===== config.mk =====
export PLATFORM = sky130hd
export DESIGN_NAME = rbc_bank_reader
export DESIGN_NICKNAME = d
export VERILOG_FILES = /design/src/rtl/rbc_pkg.sv /design/src/rtl/rbc_ce_decode.sv /design/src/rtl/rbc_float_timer.sv /design/src/rtl/rbc_bank_reader.sv
export SDC_FILE = /design/constraint.sdc
export NUM_CORES = 1
export LEC_CHECK = 0
export BUFFER_PORTS_ARGS = -buffer_cell sky130_fd_sc_hd__buf_2
export CAP_MARGIN = 10
export CORE_MARGIN = 1.5
export CORE_UTILIZATION = 45
export DETAILED_ROUTE_END_ITERATION = 6
export GPL_TIMING_DRIVEN = 0
export PLACE_DENSITY = 0.7
export SYNTH_ARGS = -nofsm -noshare
export SYNTH_HDL_FRONTEND = slang
export SYNTH_SLANG_ARGS = --single-unit
export TNS_END_PERCENT = 1

===== constraint.sdc =====
create_clock -name clk_i -period 5.4 [get_ports clk_i]
set_clock_uncertainty 0.05 [all_clocks]
set_input_delay 0.81 -clock clk_i [delete_from_list [all_inputs] [get_ports clk_i]]
set_output_delay 0.81 -clock clk_i [all_outputs]
set_load 0.05 [all_outputs]

===== src/rtl/rbc_pkg.sv =====
package rbc_pkg;
  typedef enum logic [1:0] {
    ST_IDLE   = 2'd0,
    ST_GAP    = 2'd1,
    ST_ACCESS = 2'd2
  } rbc_state_e;
endpackage


===== src/rtl/rbc_ce_decode.sv =====
module rbc_ce_decode #(
  parameter int N_DEV = 4,
  parameter int SEL_W = 2
) (
  input  logic             en_i,
  input  logic [SEL_W-1:0] idx_i,
  output logic [N_DEV-1:0] ce_no
);
  for (genvar i = 0; i < N_DEV; i++) begin : g_ce
    assign ce_no[i] = !(en_i && (idx_i == SEL_W'(i)));
  end
endmodule


===== src/rtl/rbc_float_timer.sv =====
module rbc_float_timer #(
  parameter int FLOAT_CYC = 2
) (
  input  logic clk_i,
  input  logic rst_ni,
  input  logic oe_n_i,
  output logic float_ok_o
);
  localparam int CW = $clog2(FLOAT_CYC + 1);
  logic [CW-1:0] cnt_q;

  // cycles the shared strobe has been high, saturating
  always_ff @(posedge clk_i or negedge rst_ni) begin
    if (!rst_ni)                      cnt_q <= CW'(FLOAT_CYC);
    else if (!oe_n_i)                 cnt_q <= '0;
    else if (cnt_q != CW'(FLOAT_CYC)) cnt_q <= cnt_q + 1'b1;
  end

  assign float_ok_o = (cnt_q == CW'(FLOAT_CYC));
endmodule


===== src/rtl/rbc_bank_reader.sv =====
module rbc_bank_reader import rbc_pkg::*; #(
  parameter int N_DEV     = 4,
  parameter int WORD_AW   = 10,
  parameter int ACC_CYC   = 4,
  parameter int OE_CYC    = 2,
  parameter int FLOAT_CYC = 2,
  localparam int SEL_W    = $clog2(N_DEV),
  localparam int ADDR_W   = SEL_W + WORD_AW + 1
) (
  input  logic               clk_i,
  input  logic               rst_ni,
  input  logic               req_valid_i,
  output logic               req_ready_o,
  input  logic [ADDR_W-1:0]  req_addr_i,
  input  logic               req_byte_i,
  output logic               rsp_valid_o,
  output logic [15:0]        rsp_data_o,
  output logic [WORD_AW-1:0] mem_addr_o,
  output logic               mem_lsb_o,
  output logic               mem_word_o,
  output logic [N_DEV-1:0]   mem_ce_no,
  output logic               mem_oe_no,
  input  logic [15:0]        mem_data_i
);
  localparam int CNT_W   = $clog2(ACC_CYC + 1);
  localparam int OE_LEAD = ACC_CYC - OE_CYC;

  rbc_state_e         state_q;
  logic [SEL_W-1:0]   dev_q;
  logic               open_q;
  logic [WORD_AW-1:0] waddr_q;
  logic               lsb_q, word_q, oe_q;
  logic [CNT_W-1:0]   cnt_q;
  logic [ADDR_W-1:0]  lat_addr_q;
  logic               lat_byte_q;
  logic               rsp_valid_q;
  logic [15:0]        rsp_data_q;
  logic               float_ok;

  logic [ADDR_W-1:0]  src_addr;
  logic               src_byte, same_dev, launch;
  logic [SEL_W-1:0]   src_dev;

  rbc_ce_decode #(.N_DEV(N_DEV), .SEL_W(SEL_W)) u_dec (
    .en_i (open_q),
    .idx_i(dev_q),
    .ce_no(mem_ce_no)
  );

  rbc_float_timer #(.FLOAT_CYC(FLOAT_CYC)) u_float (
    .clk_i     (clk_i),
    .rst_ni    (rst_ni),
    .oe_n_i    (oe_q),
    .float_ok_o(float_ok)
  );

  always_comb begin
    src_addr = (state_q == ST_GAP) ? lat_addr_q : req_addr_i;
    src_byte = (state_q == ST_GAP) ? lat_byte_q : req_byte_i;
    src_dev  = src_addr[ADDR_W-1 -: SEL_W];
    same_dev = open_q && (src_dev == dev_q);
    launch   = ((state_q == ST_IDLE) && req_valid_i && (same_dev || float_ok)) ||
               ((state_q == ST_GAP) && float_ok);
  end

  always_ff @(posedge clk_i or negedge rst_ni) begin
    if (!rst_ni) begin
      state_q     <= ST_IDLE;
      dev_q       <= '0;
      open_q      <= 1'b0;
      waddr_q     <= '0;
      lsb_q       <= 1'b0;
      word_q      <= 1'b1;
      oe_q        <= 1'b1;
      cnt_q       <= '0;
      lat_addr_q  <= '0;
      lat_byte_q  <= 1'b0;
      rsp_valid_q <= 1'b0;
      rsp_data_q  <= '0;
    end else begin
      rsp_valid_q <= 1'b0;
      if (launch) begin
        dev_q   <= src_dev;
        open_q  <= 1'b1;
        waddr_q <= src_addr[WORD_AW:1];
        lsb_q   <= src_byte & src_addr[0];
        word_q  <= !src_byte;
        cnt_q   <= '0;
        oe_q    <= (OE_LEAD != 0);
        state_q <= ST_ACCESS;
      end else begin
        case (state_q)
          ST_IDLE: if (req_valid_i) begin
            // switch needs float spacing: release old select now
            lat_addr_q <= req_addr_i;
            lat_byte_q <= req_byte_i;
            open_q     <= 1'b0;
            state_q    <= ST_GAP;
          end
          ST_ACCESS: begin
            if (cnt_q == CNT_W'(ACC_CYC - 1)) begin
              rsp_valid_q <= 1'b1;
              rsp_data_q  <= word_q ? mem_data_i : {8'h00, mem_data_i[7:0]};
              oe_q        <= 1'b1;
              state_q     <= ST_IDLE;
            end else begin
              cnt_q <= cnt_q + 1'b1;
              oe_q  <= !((int'(cnt_q) + 1) >= OE_LEAD);
            end
          end
          default: ;
        endcase
      end
    end
  end

  assign req_ready_o = (state_q == ST_IDLE);
  assign rsp_valid_o = rsp_valid_q;
  assign rsp_data_o  = rsp_data_q;
  assign mem_addr_o  = waddr_q;
  assign mem_lsb_o   = lsb_q;
  assign mem_word_o  = word_q;
  assign mem_oe_no   = oe_q;

  p_one_select_r2: assert property (@(posedge clk_i) disable iff (!rst_ni)
    $onehot0(~mem_ce_no));

  p_oe_needs_select_r3: assert property (@(posedge clk_i) disable iff (!rst_ni)
    !mem_oe_no |-> (~mem_ce_no != '0));

  p_bus_steady_r4: assert property (@(posedge clk_i) disable iff (!rst_ni)
    (!mem_oe_no && $past(!mem_oe_no)) |->
      ($stable(mem_addr_o) && $stable(mem_ce_no) && $stable(mem_lsb_o) && $stable(mem_word_o)));

  p_byte_upper_zero_r6: assert property (@(posedge clk_i) disable iff (!rst_ni)
    (rsp_valid_o && !mem_word_o) |-> (rsp_data_o[15:8] == 8'h00));

  p_new_select_gap_r7: assert property (@(posedge clk_i) disable iff (!rst_ni)
    ((~mem_ce_no & $past(mem_ce_no)) != '0) |-> $past(float_ok));

  p_rsp_pulse_r9: assert property (@(posedge clk_i) disable iff (!rst_ni)
    rsp_valid_o |=> !rsp_valid_o);

  p_ready_strobe_idle_r9: assert property (@(posedge clk_i) disable iff (!rst_ni)
    req_ready_o |-> mem_oe_no);
endmodule


* Word-level counts from Yosys, hierarchy flattened
Index checks and enable logic that the tools add are counted.
** Storage, ports and cells
- ROM bits :: 0
- Output and inout bits :: 35
- RAM bits :: 0
- Word-level logic and storage cells :: 80
- Memories :: 0
- Input bits :: 33
- Bits in latches :: 0
- Flip-flop bits (word level) :: 54
** Cells by class
- Bitwise operators :: 2
- Mux-type cells :: 21
- Shifts and indexed selects :: 0
- Reductions and logical operators :: 27
- Add/subtract/negate cells :: 3
- Divide/modulo/power cells :: 0
- $mul :: 0
- Equal/unequal tests :: 13
- Order comparisons :: 1
** Operators by type and width (number)
- $mux 16 :: 1
- $mux 13 :: 1
- $mux 1 :: 10
- $mux 2 :: 5
- $mux 3 :: 3
- $reduce_and 3->1 :: 3
- $eq 2x2->1 const B :: 4
- $logic_and 1x1->1 :: 8
- $logic_not 1->1 :: 6
- $reduce_bool 2->1 :: 3
- $add 3x1->4 const B :: 1
- $eq 2x1->1 const B :: 2
- $ge 4x2->1 const B :: 1
- $logic_not 2->1 :: 2
- $ne 2x2->1 const B :: 2
- $pmux 2 s2 :: 1
- $reduce_and 2->1 :: 2
- $add 3x1->3 const B :: 1
- $eq 3x2->1 const B :: 1
- $ne 3x2->1 const B :: 1
- $ne 3x3->1 const B :: 1
- $reduce_bool 3->1 :: 1
- $add 2x1->2 const B :: 1
- $eq 2x2->1 :: 1
- 4 further kinds :: 5

* Longest topological paths before layout
Gate-level depths: netlist of run 1.
- Depth after elaboration :: 9
- Mapped depth :: 7
- Mapped depth without buffers :: 6

* Modules after synthesis
Synthesis of run 1 repeated with hierarchy kept, for this count alone.
** Unflattened totals
- Cells, all modules :: 206
- Area, all modules :: 2438.6 µm²
** By module, submodules not included
- rbc_bank_reader :: area each 2306.0 µm², instances 1, cells an instance 193, seq. area each 1303.8 µm²
- rbc_float_timer :: area each 103.8 µm², instances 1, cells an instance 9, seq. area each 51.3 µm²
- rbc_ce_decode :: area each 28.8 µm², instances 1, cells an instance 4, seq. area each 0.0 µm²

* Worst setup path after synthesis of run 1
Ideal clock, no wire load.
- Kind :: register to register
- Start :: reg state_q[1]
- End :: reg waddr_q[0] (netlist: mem_addr_o[0])
- Library setup time :: 125 ps
- Buffers on the path :: 1
- Period minus slack after synthesis :: 2328 ps
- Required time :: 5225 ps
- Path slack :: 3072 ps
- Arrival time :: 2153 ps
- Cell stages (with the launch flop) :: 6
- Cells stage by stage :: dfrtp_1 nor2_1 nand2_1 o31a_4 buf_6 mux2_4
** On the way
- Elaborated cells on any way between the ends :: 10
- Those cells by class :: eq/ne (2); mux (1); reduce/logical (7)
** RTL lines
- start, declared :: line rbc_bank_reader.sv:28 : rbc_state_e state_q;
- start signal, assigned :: line rbc_bank_reader.sv:68 : state_q <= ST_IDLE;
- start signal, assigned :: line rbc_bank_reader.sv:90 : state_q <= ST_ACCESS;
- start signal, assigned :: line rbc_bank_reader.sv:98 : state_q <= ST_GAP;
- $logic_not 2->1
- named net req_ready_o :: line rbc_bank_reader.sv:13 : output logic req_ready_o,
- $logic_and 1x1->1 (2 in series) :: line rbc_bank_reader.sv:62 : launch = ((state_q == ST_IDLE) && req_valid_i && (same_dev || float_ok)) ||
- $logic_or 1x1->1 :: line rbc_bank_reader.sv:62
- end signal, assigned :: line rbc_bank_reader.sv:85 : waddr_q <= src_addr[WORD_AW:1];
- end, declared :: line rbc_bank_reader.sv:31 : logic [WORD_AW-1:0] waddr_q;
The timed path passes the listed nets, and every way through them passes these cells.
A chain may end at the register's enable or synchronous reset.

* Worst setup path in the final report of run 1
- Start :: reg state_q[0]
- End :: reg lat_addr_q[5]
** On the way
- Longest elaborated chain between the ends :: 9
- Elaborated cells on any way between the ends :: 12
- Those cells by class :: eq/ne (2); mux (1); bitwise (1); reduce/logical (8)
** Ends and longest elaborated chain
- $eq 2x1->1 :: line rbc_bank_reader.sv:58, rbc_bank_reader.sv:63
- $mux 13 :: line rbc_bank_reader.sv:58 : src_addr = (state_q == ST_GAP) ? lat_addr_q : req_addr_i;
- $eq 2x2->1 :: line rbc_bank_reader.sv:61 : same_dev = open_q && (src_dev == dev_q);
- $logic_and 1x1->1 :: line rbc_bank_reader.sv:61
- $logic_or 1x1->1 :: line rbc_bank_reader.sv:62
- $logic_and 1x1->1 :: line rbc_bank_reader.sv:62
- $logic_or 1x1->1 :: line rbc_bank_reader.sv:62
- $not 1->1 (no source line)
- $reduce_and 3->1 (no source line) *
- end signal, assigned :: line rbc_bank_reader.sv:95 : lat_addr_q <= req_addr_i;
- end, declared :: line rbc_bank_reader.sv:34 : logic [ADDR_W-1:0] lat_addr_q;
Every way passes the cells marked *; elsewhere a longest branch is shown, timed or not.

==> impl_summary.md, run 1 <==
Floorplan
The effective utilization at floorplan is 0.4618. The core footprint is 5473 um2. The floorplan die width is 77.95 um. The top-level port count is 68.

The initialized floorplan defines 27 standard-cell rows. The die footprint is 6075 um2. In this run the vertical extent of the chip is 77.95 um.

Placed design
Port buffering added 67 buffers. At the end of routability-driven placement, the weighted congestion stood at 0.6973. Counting tap cells, the placed design contains a total of 347 instances. Detailed placement finished with a half-perimeter wire length of 3344 um.

Synthesis
Of the total synthesized cell area, the portion taken by XOR and XNOR cells is 0.01386. The cell area after synthesis is 2527 um2. For this run, the leading register cell type out of synthesis is dfrtp_1. Of the total synthesized cell area, the portion taken by full adders, half adders and majority gates is 0.01980. The mean cell area of the mapped netlist is 12.15 um2. After synthesis, the share of cell area in mux cells is 0.2168.

The largest area contributor in the netlist is dfrtp_1. In the synthesized netlist, the cells that appear most often are 51 x dfrtp_1, 48 x nand2_1, 22 x mux2_4. The main combinational cell family by area after synthesis is multiplexers. The simple-gate portion of the synthesized area is 0.1312.

Of the post-synthesis cell area, the dominant cell type holds 0.5050. In this run, synthesis produced a sequential element count of 54. Yosys printed 0 warnings.

The synthesized netlist contains 30 unique library cells. The post-synthesis compound-gate area fraction is 0.04950. The synthesized instance count is 208. In the synthesized netlist the async set-or-reset flop fraction comes to 1.000. In this run, synthesis inferred 0 flip-flops with an integrated enable. In the post-synthesis netlist, the biggest area contributors are dfrtp_1 50%, mux2_4 13%, nand2_1 7.1%. The number of nets in the synthesized netlist is 245. The share of the Yosys chip area taken by registers is 0.5361.

The most common cell in the netlist is dfrtp_1.

Pwr
Internal power comes to 1126 uW. Of the total power, the share spent switching nets is 0.4464. The sequential group share of total power is 0.348. Of the total power, the clock network draws 0.138.

The analysis attributes to cell leakage a power of 0.001619 uW. The power density of the placed cells is 658.3 nW/um2. The power after layout is 2034 uW. The worst supply voltage drop on vdd is 0.2971 mV.

Summed over all nets, the switching power comes to 907.9 uW. The logic gate share of total power is 0.514.

Critical path
The required time at the endpoint of the critical path is 5.55 ns. The startpoint type of the worst setup path is a flip-flop. The worst register-to-register path begins at state_q[0].

STA puts the critical path data arrival time at 2.29 ns. The worst register-to-register path ends at lat_addr_q[5]. In this run the worst path has a maximum fanout of 10. The critical path is of the flip-flop to flip-flop type. The path depth of the worst reg2reg path is 7. The slack of the worst reg-to-reg path is 3.26 ns. The endpoint type of the worst setup path is a flip-flop.

STA
After layout, the minimum clock period comes to 2.140 ns. The final critical-path share of the clock period is 0.3962. The final sum of negative setup slack is 0 ns. The measured slew at the worst slew-check pin is 0.5972 ns.

The final-layout worst hold slack is 0.4173 ns. The achievable frequency is 467.4 MHz. The max-slew headroom at the worst pin is 0.6019. Setup violations remaining at the end of the flow were counted as 0. The number of hold-slack violations in the final timing report is 0. The total count of max-transition violations in the final report is 0.

Setup repair after global routing left no endpoint under its margin.

GRT
Entering global routing, the biggest net connects 55 pins. The via count of the first global-routing pass came to 1,660. The initial antenna violation count is 0. The first global-routing pass estimated 7969 um of wire. The total overflow reported by the global router is 0. For this run, the total global-route usage over all layers was measured as 0.1705.

Layout
The count of cells in the finished layout, fillers not included, comes to 356. Compared with the post-synthesis result, the final layout area differs by 22.23%. The share of layout cells above drive strength 1 is 0.4331.

In the final design database the tool counted 320 nets. The end-of-flow core utilization is 0.5645. After filler insertion, the fill cell instance count of the layout stands at 494. The repair_antennas step left the layout with diodes totalling 0.

Clock network
Buffers inserted to repair hold after CTS numbered 0. Clock-pin slew was measured on the worst setup and hold paths at 0.11 ns. The cell sitting at the root of the clock tree is a clkbuf_8. Clock tree synthesis found a total of 54 sinks. The deepest clock path buffer count is 2. Counting the buffers created by CTS gives 5. The buffer count from post-CTS setup fixing is 0. The total of cells resized after clock tree synthesis is 0. The H-tree was split into 2 levels. The clock latency of the later-clocked register in the worst-skew pair is 0.31 ns.

The clock tree from TritonCTS is done.

Route
The final wirelength is 4762 um. The number of routed nets with antenna violations is 0. Dividing the detail-routed via count by the number of cells gives 4.885. The average wire per standard cell is 13.38 um. The first routing iteration left 90 violations. The pre-antenna-repair detailed-routing pass consisted of 4 iterations. The via count is 1,739. The remaining routing DRC violations is 0.

Run status
The run finished with clean final reports.

Flow run
The number of maximum-capacitance violations is 0.

Worst hold path
The path class of the tightest hold or removal check is primary input to async pin.
==> worst max-delay path by stage <==
| stage | start | end | depth (start not counted) |
|---|---|---|---|
| final | state_q[0] | lat_addr_q[5] | 7 |
| after floorplan | state_q[1] | mem_addr_o[0] | 5 |
| after detailed placement | req_addr_i[12] | mem_addr_o[9] | 6 |
| after CTS | state_q[0] | lat_addr_q[11] | 7 |
| after global routing | state_q[0] | lat_addr_q[12] | 7 |
| after global placement | req_addr_i[12] | mem_addr_o[8] | 6 |
==> registers in the layout (all words and copies together), names as in the netlist <==
| register | cells |
|---|---|
| dev_q | 2 |
| state_q | 2 |
| u_float.cnt_q | 2 |
| mem_word_o | 1 |
| mem_addr_o | 10 |
| lat_byte_q | 1 |
| rsp_data_o | 16 |
| rsp_valid_o | 1 |
| mem_oe_no | 1 |
| open_q | 1 |
| mem_lsb_o | 1 |
| lat_addr_q | 13 |
| cnt_q | 3 |
==> layer usage <==
layer,routed length (um),GRT usage,up-vias
met1,2174,0.2133,836
met2,2260,0.2878,54
met3,255,0.04118,7
met4,71,0.05893,0
met5,0,0,-
li1,-,-,842
==> logic make-up after synthesis <==
kind of cell	Yosys count
and+or+nand+nor	71
DFF	54
muxes	42
AOI/OAI and AO/OA	19
buffers and inverters	14
xor gates and xnor gates	4
adders and majority gates	4
==> final cells by class <==
cell class                 count  area [um2]  area share
timing repair buffer          68       355.3      0.1150
clock inverter                 3       47.55     0.01539
inverter                       6       22.52    0.007290
tap                           72       90.09     0.02916
buffer                         8       60.06     0.01944
multi-input combinational    140        1090      0.3528
clock buffer                   5       68.82     0.02228
sequential                    54        1355      0.4386
==> critical path: stages, from the launching register on <==
cell and delay, ns:
dfrtp_1 0.44, nor2b_2 0.19, buf_6 0.15, mux2i_1 0.27, xnor2_1 0.14, o21ai_4 0.25
buf_6 0.23, mux2_4 0.32
==> metrics by stage <==
stage	cell area, um2	setup WS [ns]
after global routing	3089	3.119
after detailed placement	2953	3.105
after floorplan	2527	3.072
final	3089	3.260
after global placement	2953	3.116
after CTS	3069	3.232
==> power groups by stage <==
stage	clock network (uW)	logic, uW	registers [uW]
floorplan	0	511	1030
global placement	0	1030	708
detailed placement	0	1050	715
CTS	286	1050	709
global route	307	1130	733
finish	280	1050	708
==> cell usage in the layout, fill, tap and decap left out, types with 2 or more instances in the layout <==
cell type | Yosys | routed
mux2i_1 | 6 | 6
and2_1 | 5 | 5
o211ai_1 | 2 | 2
xor2_1 | 2 | 2
nor2_1 | 3 | 3
or3b_1 | 2 | 2
mux2_2 | 14 | 14
dfrtp_1 | 51 | 51
clkbuf_8 | 0 | 5
o21ai_0 | 13 | 13
xnor2_1 | 2 | 2
clkbuf_1 | 3 | 3
nand2_1 | 48 | 48
nand3_1 | 3 | 3
dfstp_2 | 3 | 3
mux2_4 | 22 | 22
nand3b_1 | 3 | 3
ha_1 | 4 | 4
inv_1 | 5 | 5
nor2b_1 | 3 | 3
buf_6 | 4 | 4
buf_2 | 0 | 67
No activity file was read; power rests on OpenSTA's default activity.
==> run 2, diff against run 1 <==
--- a/config.mk
+++ b/config.mk
@@ -11,7 +11,7 @@
 export CORE_UTILIZATION = 45
 export DETAILED_ROUTE_END_ITERATION = 6
 export GPL_TIMING_DRIVEN = 0
-export PLACE_DENSITY = 0.7
+export PLACE_DENSITY = 0.73
 export SYNTH_ARGS = -nofsm -noshare
 export SYNTH_HDL_FRONTEND = slang
 export SYNTH_SLANG_ARGS = --single-unit
==> constraint.sdc (replaced) <==
create_clock -name clk_i -period 1.8 [get_ports clk_i]
set_clock_uncertainty 0.05 [all_clocks]
set_input_delay 0.27 -clock clk_i [delete_from_list [all_inputs] [get_ports clk_i]]
set_output_delay 0.27 -clock clk_i [all_outputs]
set_load 0.05 [all_outputs]
==> impl_summary.md, run 2 (same netlist as run 1, synthesis figures left out) <==
Critical path
The endpoint type of the worst setup path is a flip-flop (unchanged). The critical-path cell with the highest stage delay was dfrtp_2 (was dfrtp_1). The worst setup path category is flip-flop to flip-flop (unchanged). The startpoint type of the worst setup path is a flip-flop (unchanged).

The worst endpoint data arrival time is 2.10 ns (was 2.29 ns). The most repeated library cell on the critical path is buf_4 (was buf_6). Cells traversed along the worst timing path: nor2b_4 > buf_4 > mux2i_4 > xnor2_2 > o21ai_4 > buf_4 > mux2_2 (was nor2b_2 > buf_6 > mux2i_1 > xnor2_1 > o21ai_4 > buf_6 > mux2_4). The peak fanout along the critical path is 5 (was 10). The required time at the endpoint of the critical path is 1.95 ns (was 5.55 ns).

The critical path's largest stage delay came to 0.44 ns (about the same).

Floorplan
The number of rows created at floorplan is 27 (unchanged). The die footprint came to 6075 um2 (unchanged). The top-level port count came to 68 (unchanged). The core footprint is 5473 um2 (unchanged).

The floorplan die width came to 77.95 um (unchanged). The die height is 77.95 um (unchanged). The effective utilization at floorplan is 0.4618 (unchanged).

Layout
The flip-flop count of the largest register after layout is 16 (unchanged). The filler cell count is 471 (was 494). The share of layout cells above drive strength 1 was 0.4915 (was 0.4331).

The most common library cell in the layout ignoring fill and taps is buf_2 (unchanged). The net count of the finished layout came to 331 (was 320). The combined area of the multi-input logic cells is 1136 um2 (was 1090 um2).

The number of inserted diodes is 0 (unchanged). Commonest non-fill, non-tap cells in the layout: 67 x buf_2, 48 x nand2_1, 47 x dfrtp_1 (was 67 x buf_2, 51 x dfrtp_1, 48 x nand2_1). The area overhead of the layout relative to synthesis came to 28.71% (was 22.23%).

The area used by sequential logic in the layout is 1360 um2 (was 1355 um2).

Pwr
The sequential group share of total power was 0.333 (was 0.348). The internal power consumption is 3587 uW (was 1126 uW). The logic gate share of total power was 0.537 (was 0.514).

The power density of the placed cells is 1972 nW/um2 (was 658.3 nW/um2). The switching power was 2830 uW (was 907.9 uW). The fraction of power spent switching nets came to 0.4410 (was 0.4464). The clock share of power is 0.130 (was 0.138). The cell leakage power was 0.001696 uW (was 0.001619 uW).

The worst supply voltage drop on vdd is 0.9228 mV (was 0.2971 mV).

Clock network
The sink count of the clock tree is 54 (unchanged). The clock tree from TritonCTS is done (unchanged). The deepest clock path buffer count is 2 (unchanged). The TritonCTS buffer count was 5 (unchanged).

The number of levels in the clock H-tree is 2 (unchanged). The clock latency of the later-clocked register in the worst-skew pair came to 0.31 ns (about the same). The buffer cell driving the clock tree root is clkbuf_8 (unchanged). The clock-pin transition on the worst setup and hold timing paths came to 0.10 ns (was 0.11 ns).

STA
The number of setup violations in the final report is 26 (was 0). The max-slew headroom at the worst pin is 0.7322 (was 0.6019). The shortest period the worst path allows came to 1.946 ns (was 2.140 ns). The achievable frequency is 513.9 MHz (was 467.4 MHz). The final-layout worst hold slack is 0.09426 ns (was 0.4173 ns).

The final critical-path setup slack is -0.1460 ns (was 3.260 ns). The number of hold-slack violations in the final timing report was 0 (unchanged). The final critical-path share of the clock period is 1.081 (was 0.3962). The measured slew at the worst slew-check pin is 0.4016 ns (was 0.5972 ns). RSZ-0062 raised after global routing: yes (was no). The total count of max-transition violations in the final report is 0 (unchanged).

GRT
The largest net degree at the start of global routing is 55 (unchanged). The total routing usage reported by global routing came to 0.1704 (was 0.1705). The total overflow reported by the global router is 0 (unchanged). The met1 demand-to-capacity share in global routing is 0.2427 (was 0.2133). The first-pass GRT wire length was 8079 um (was 7969 um). The via count of the first global-routing pass was 1,644 (was 1,660). The global-route met2 utilization is 0.2600 (was 0.2878). The initial antenna violation count is 0 (unchanged).

The most congested layer reported by global routing is met2 (unchanged). The met3 track demand over resource in global routing was 0.04118 (unchanged).

Route
The post-detailed-route via-to-cell ratio is 4.888 (was 4.885). The average wire per standard cell came to 13.47 um (was 13.38 um). The final wirelength is 4942 um (was 4762 um). The remaining routing DRC violations is 0 (unchanged). The via count is 1,794 (was 1,739). The violation count after the first detailed-routing iteration is 78 (was 90). The number of routed nets with antenna violations is 0 (unchanged). The length of the first detailed-routing pass in iterations is 4 (unchanged).

Flow run
The number of maximum-capacitance violations was 0 (unchanged).

Placed design
The post-place setup slack came to -0.3788 ns (was 3.105 ns). The placer's final routability congestion estimate was 0.7617 (was 0.6973). The number of buffer cells added on primary ports is 67 (unchanged). The post-detailed-placement half-perimeter wirelength came to 3284 um (was 3344 um).

Run status
Run status: complete, but fails checks (was finished, final reports clean). The final reports fail on negative setup slack.

Worst hold path
The worst min-delay path category is primary input to flip-flop (was primary input to async pin).
-- run 2: area by class of cell --
type,instances,share of cell area
flip-flops and latches,54,0.4181
multi-input cells,140,0.3492
repair buffers,81,0.1473
well taps,72,0.02769
clock buffers,5,0.02115
plain buffers,6,0.01500
clock inverters,3,0.01462
inverters,6,0.006923
-- run 2: through the flow --
stage	setup TNS [ns]	cell area [um2]	utilization	std cells	total power (uW)
after floorplan	-3.234	2544	-	208	4660
after global placement	-8.486	2969	0.5425	347	5261
after detailed placement	-8.787	2969	0.5425	347	5335
after CTS	-2.971	3239	0.5919	365	6428
after global routing	-5.319	3253	0.5944	367	6798
final	-2.738	3253	0.5944	367	6416
-- run 2: per-layer routing --
metal | share of wire | vias up
met5 | 0 | -
met1 | 0.47 | 861
met2 | 0.46 | 58
met3 | 0.061 | 6
li1 | - | 869
met4 | 0.0087 | 0
-- run 2: timing repair --
item	4_1_cts	5_1_grt
endpoints found under the hold margin	0	12
hold buffers	0	1
buffers inserted	10	2
pin swaps	4	5
cloned	1	0
setup endpoints to repair	34	43
gates resized for setup	15	7
-- run 2: worst max-delay path: cells and delay by family (launching register included) --
family / cells / cell delay, ns
mux: 2 / 0.57
flops: 1 / 0.44
buf+inv: 2 / 0.32
compound gates: 1 / 0.20
simple gates: 1 / 0.17
xor+xnor: 1 / 0.10
-- run 2: worst paths after layout --
check                               from          endpoint  cells past startpoint  slack [ns]
max                           state_q[1]     lat_addr_q[3]                      7       -0.15
min                        mem_data_i[3]     rsp_data_o[3]                      3        0.09
max reg2reg                   state_q[1]     lat_addr_q[3]                      7       -0.15
min reg2reg                rsp_data_o[3]     rsp_data_o[3]                      2        0.43
max in group asynchronous         rst_ni  u_float.cnt_q[1]                      3        0.77
min in group asynchronous         rst_ni     rsp_data_o[7]                      2        0.34
-- run 2: power by group through the flow --
stage                     Clock (uW)  Sequential, uW  Combinational, uW
final                            834            2130               3450
after global routing             910            2210               3680
after CTS                        863            2120               3450
after detailed placement           0            2160               3180
after global placement             0            2140               3120
after floorplan                    0            3110               1550
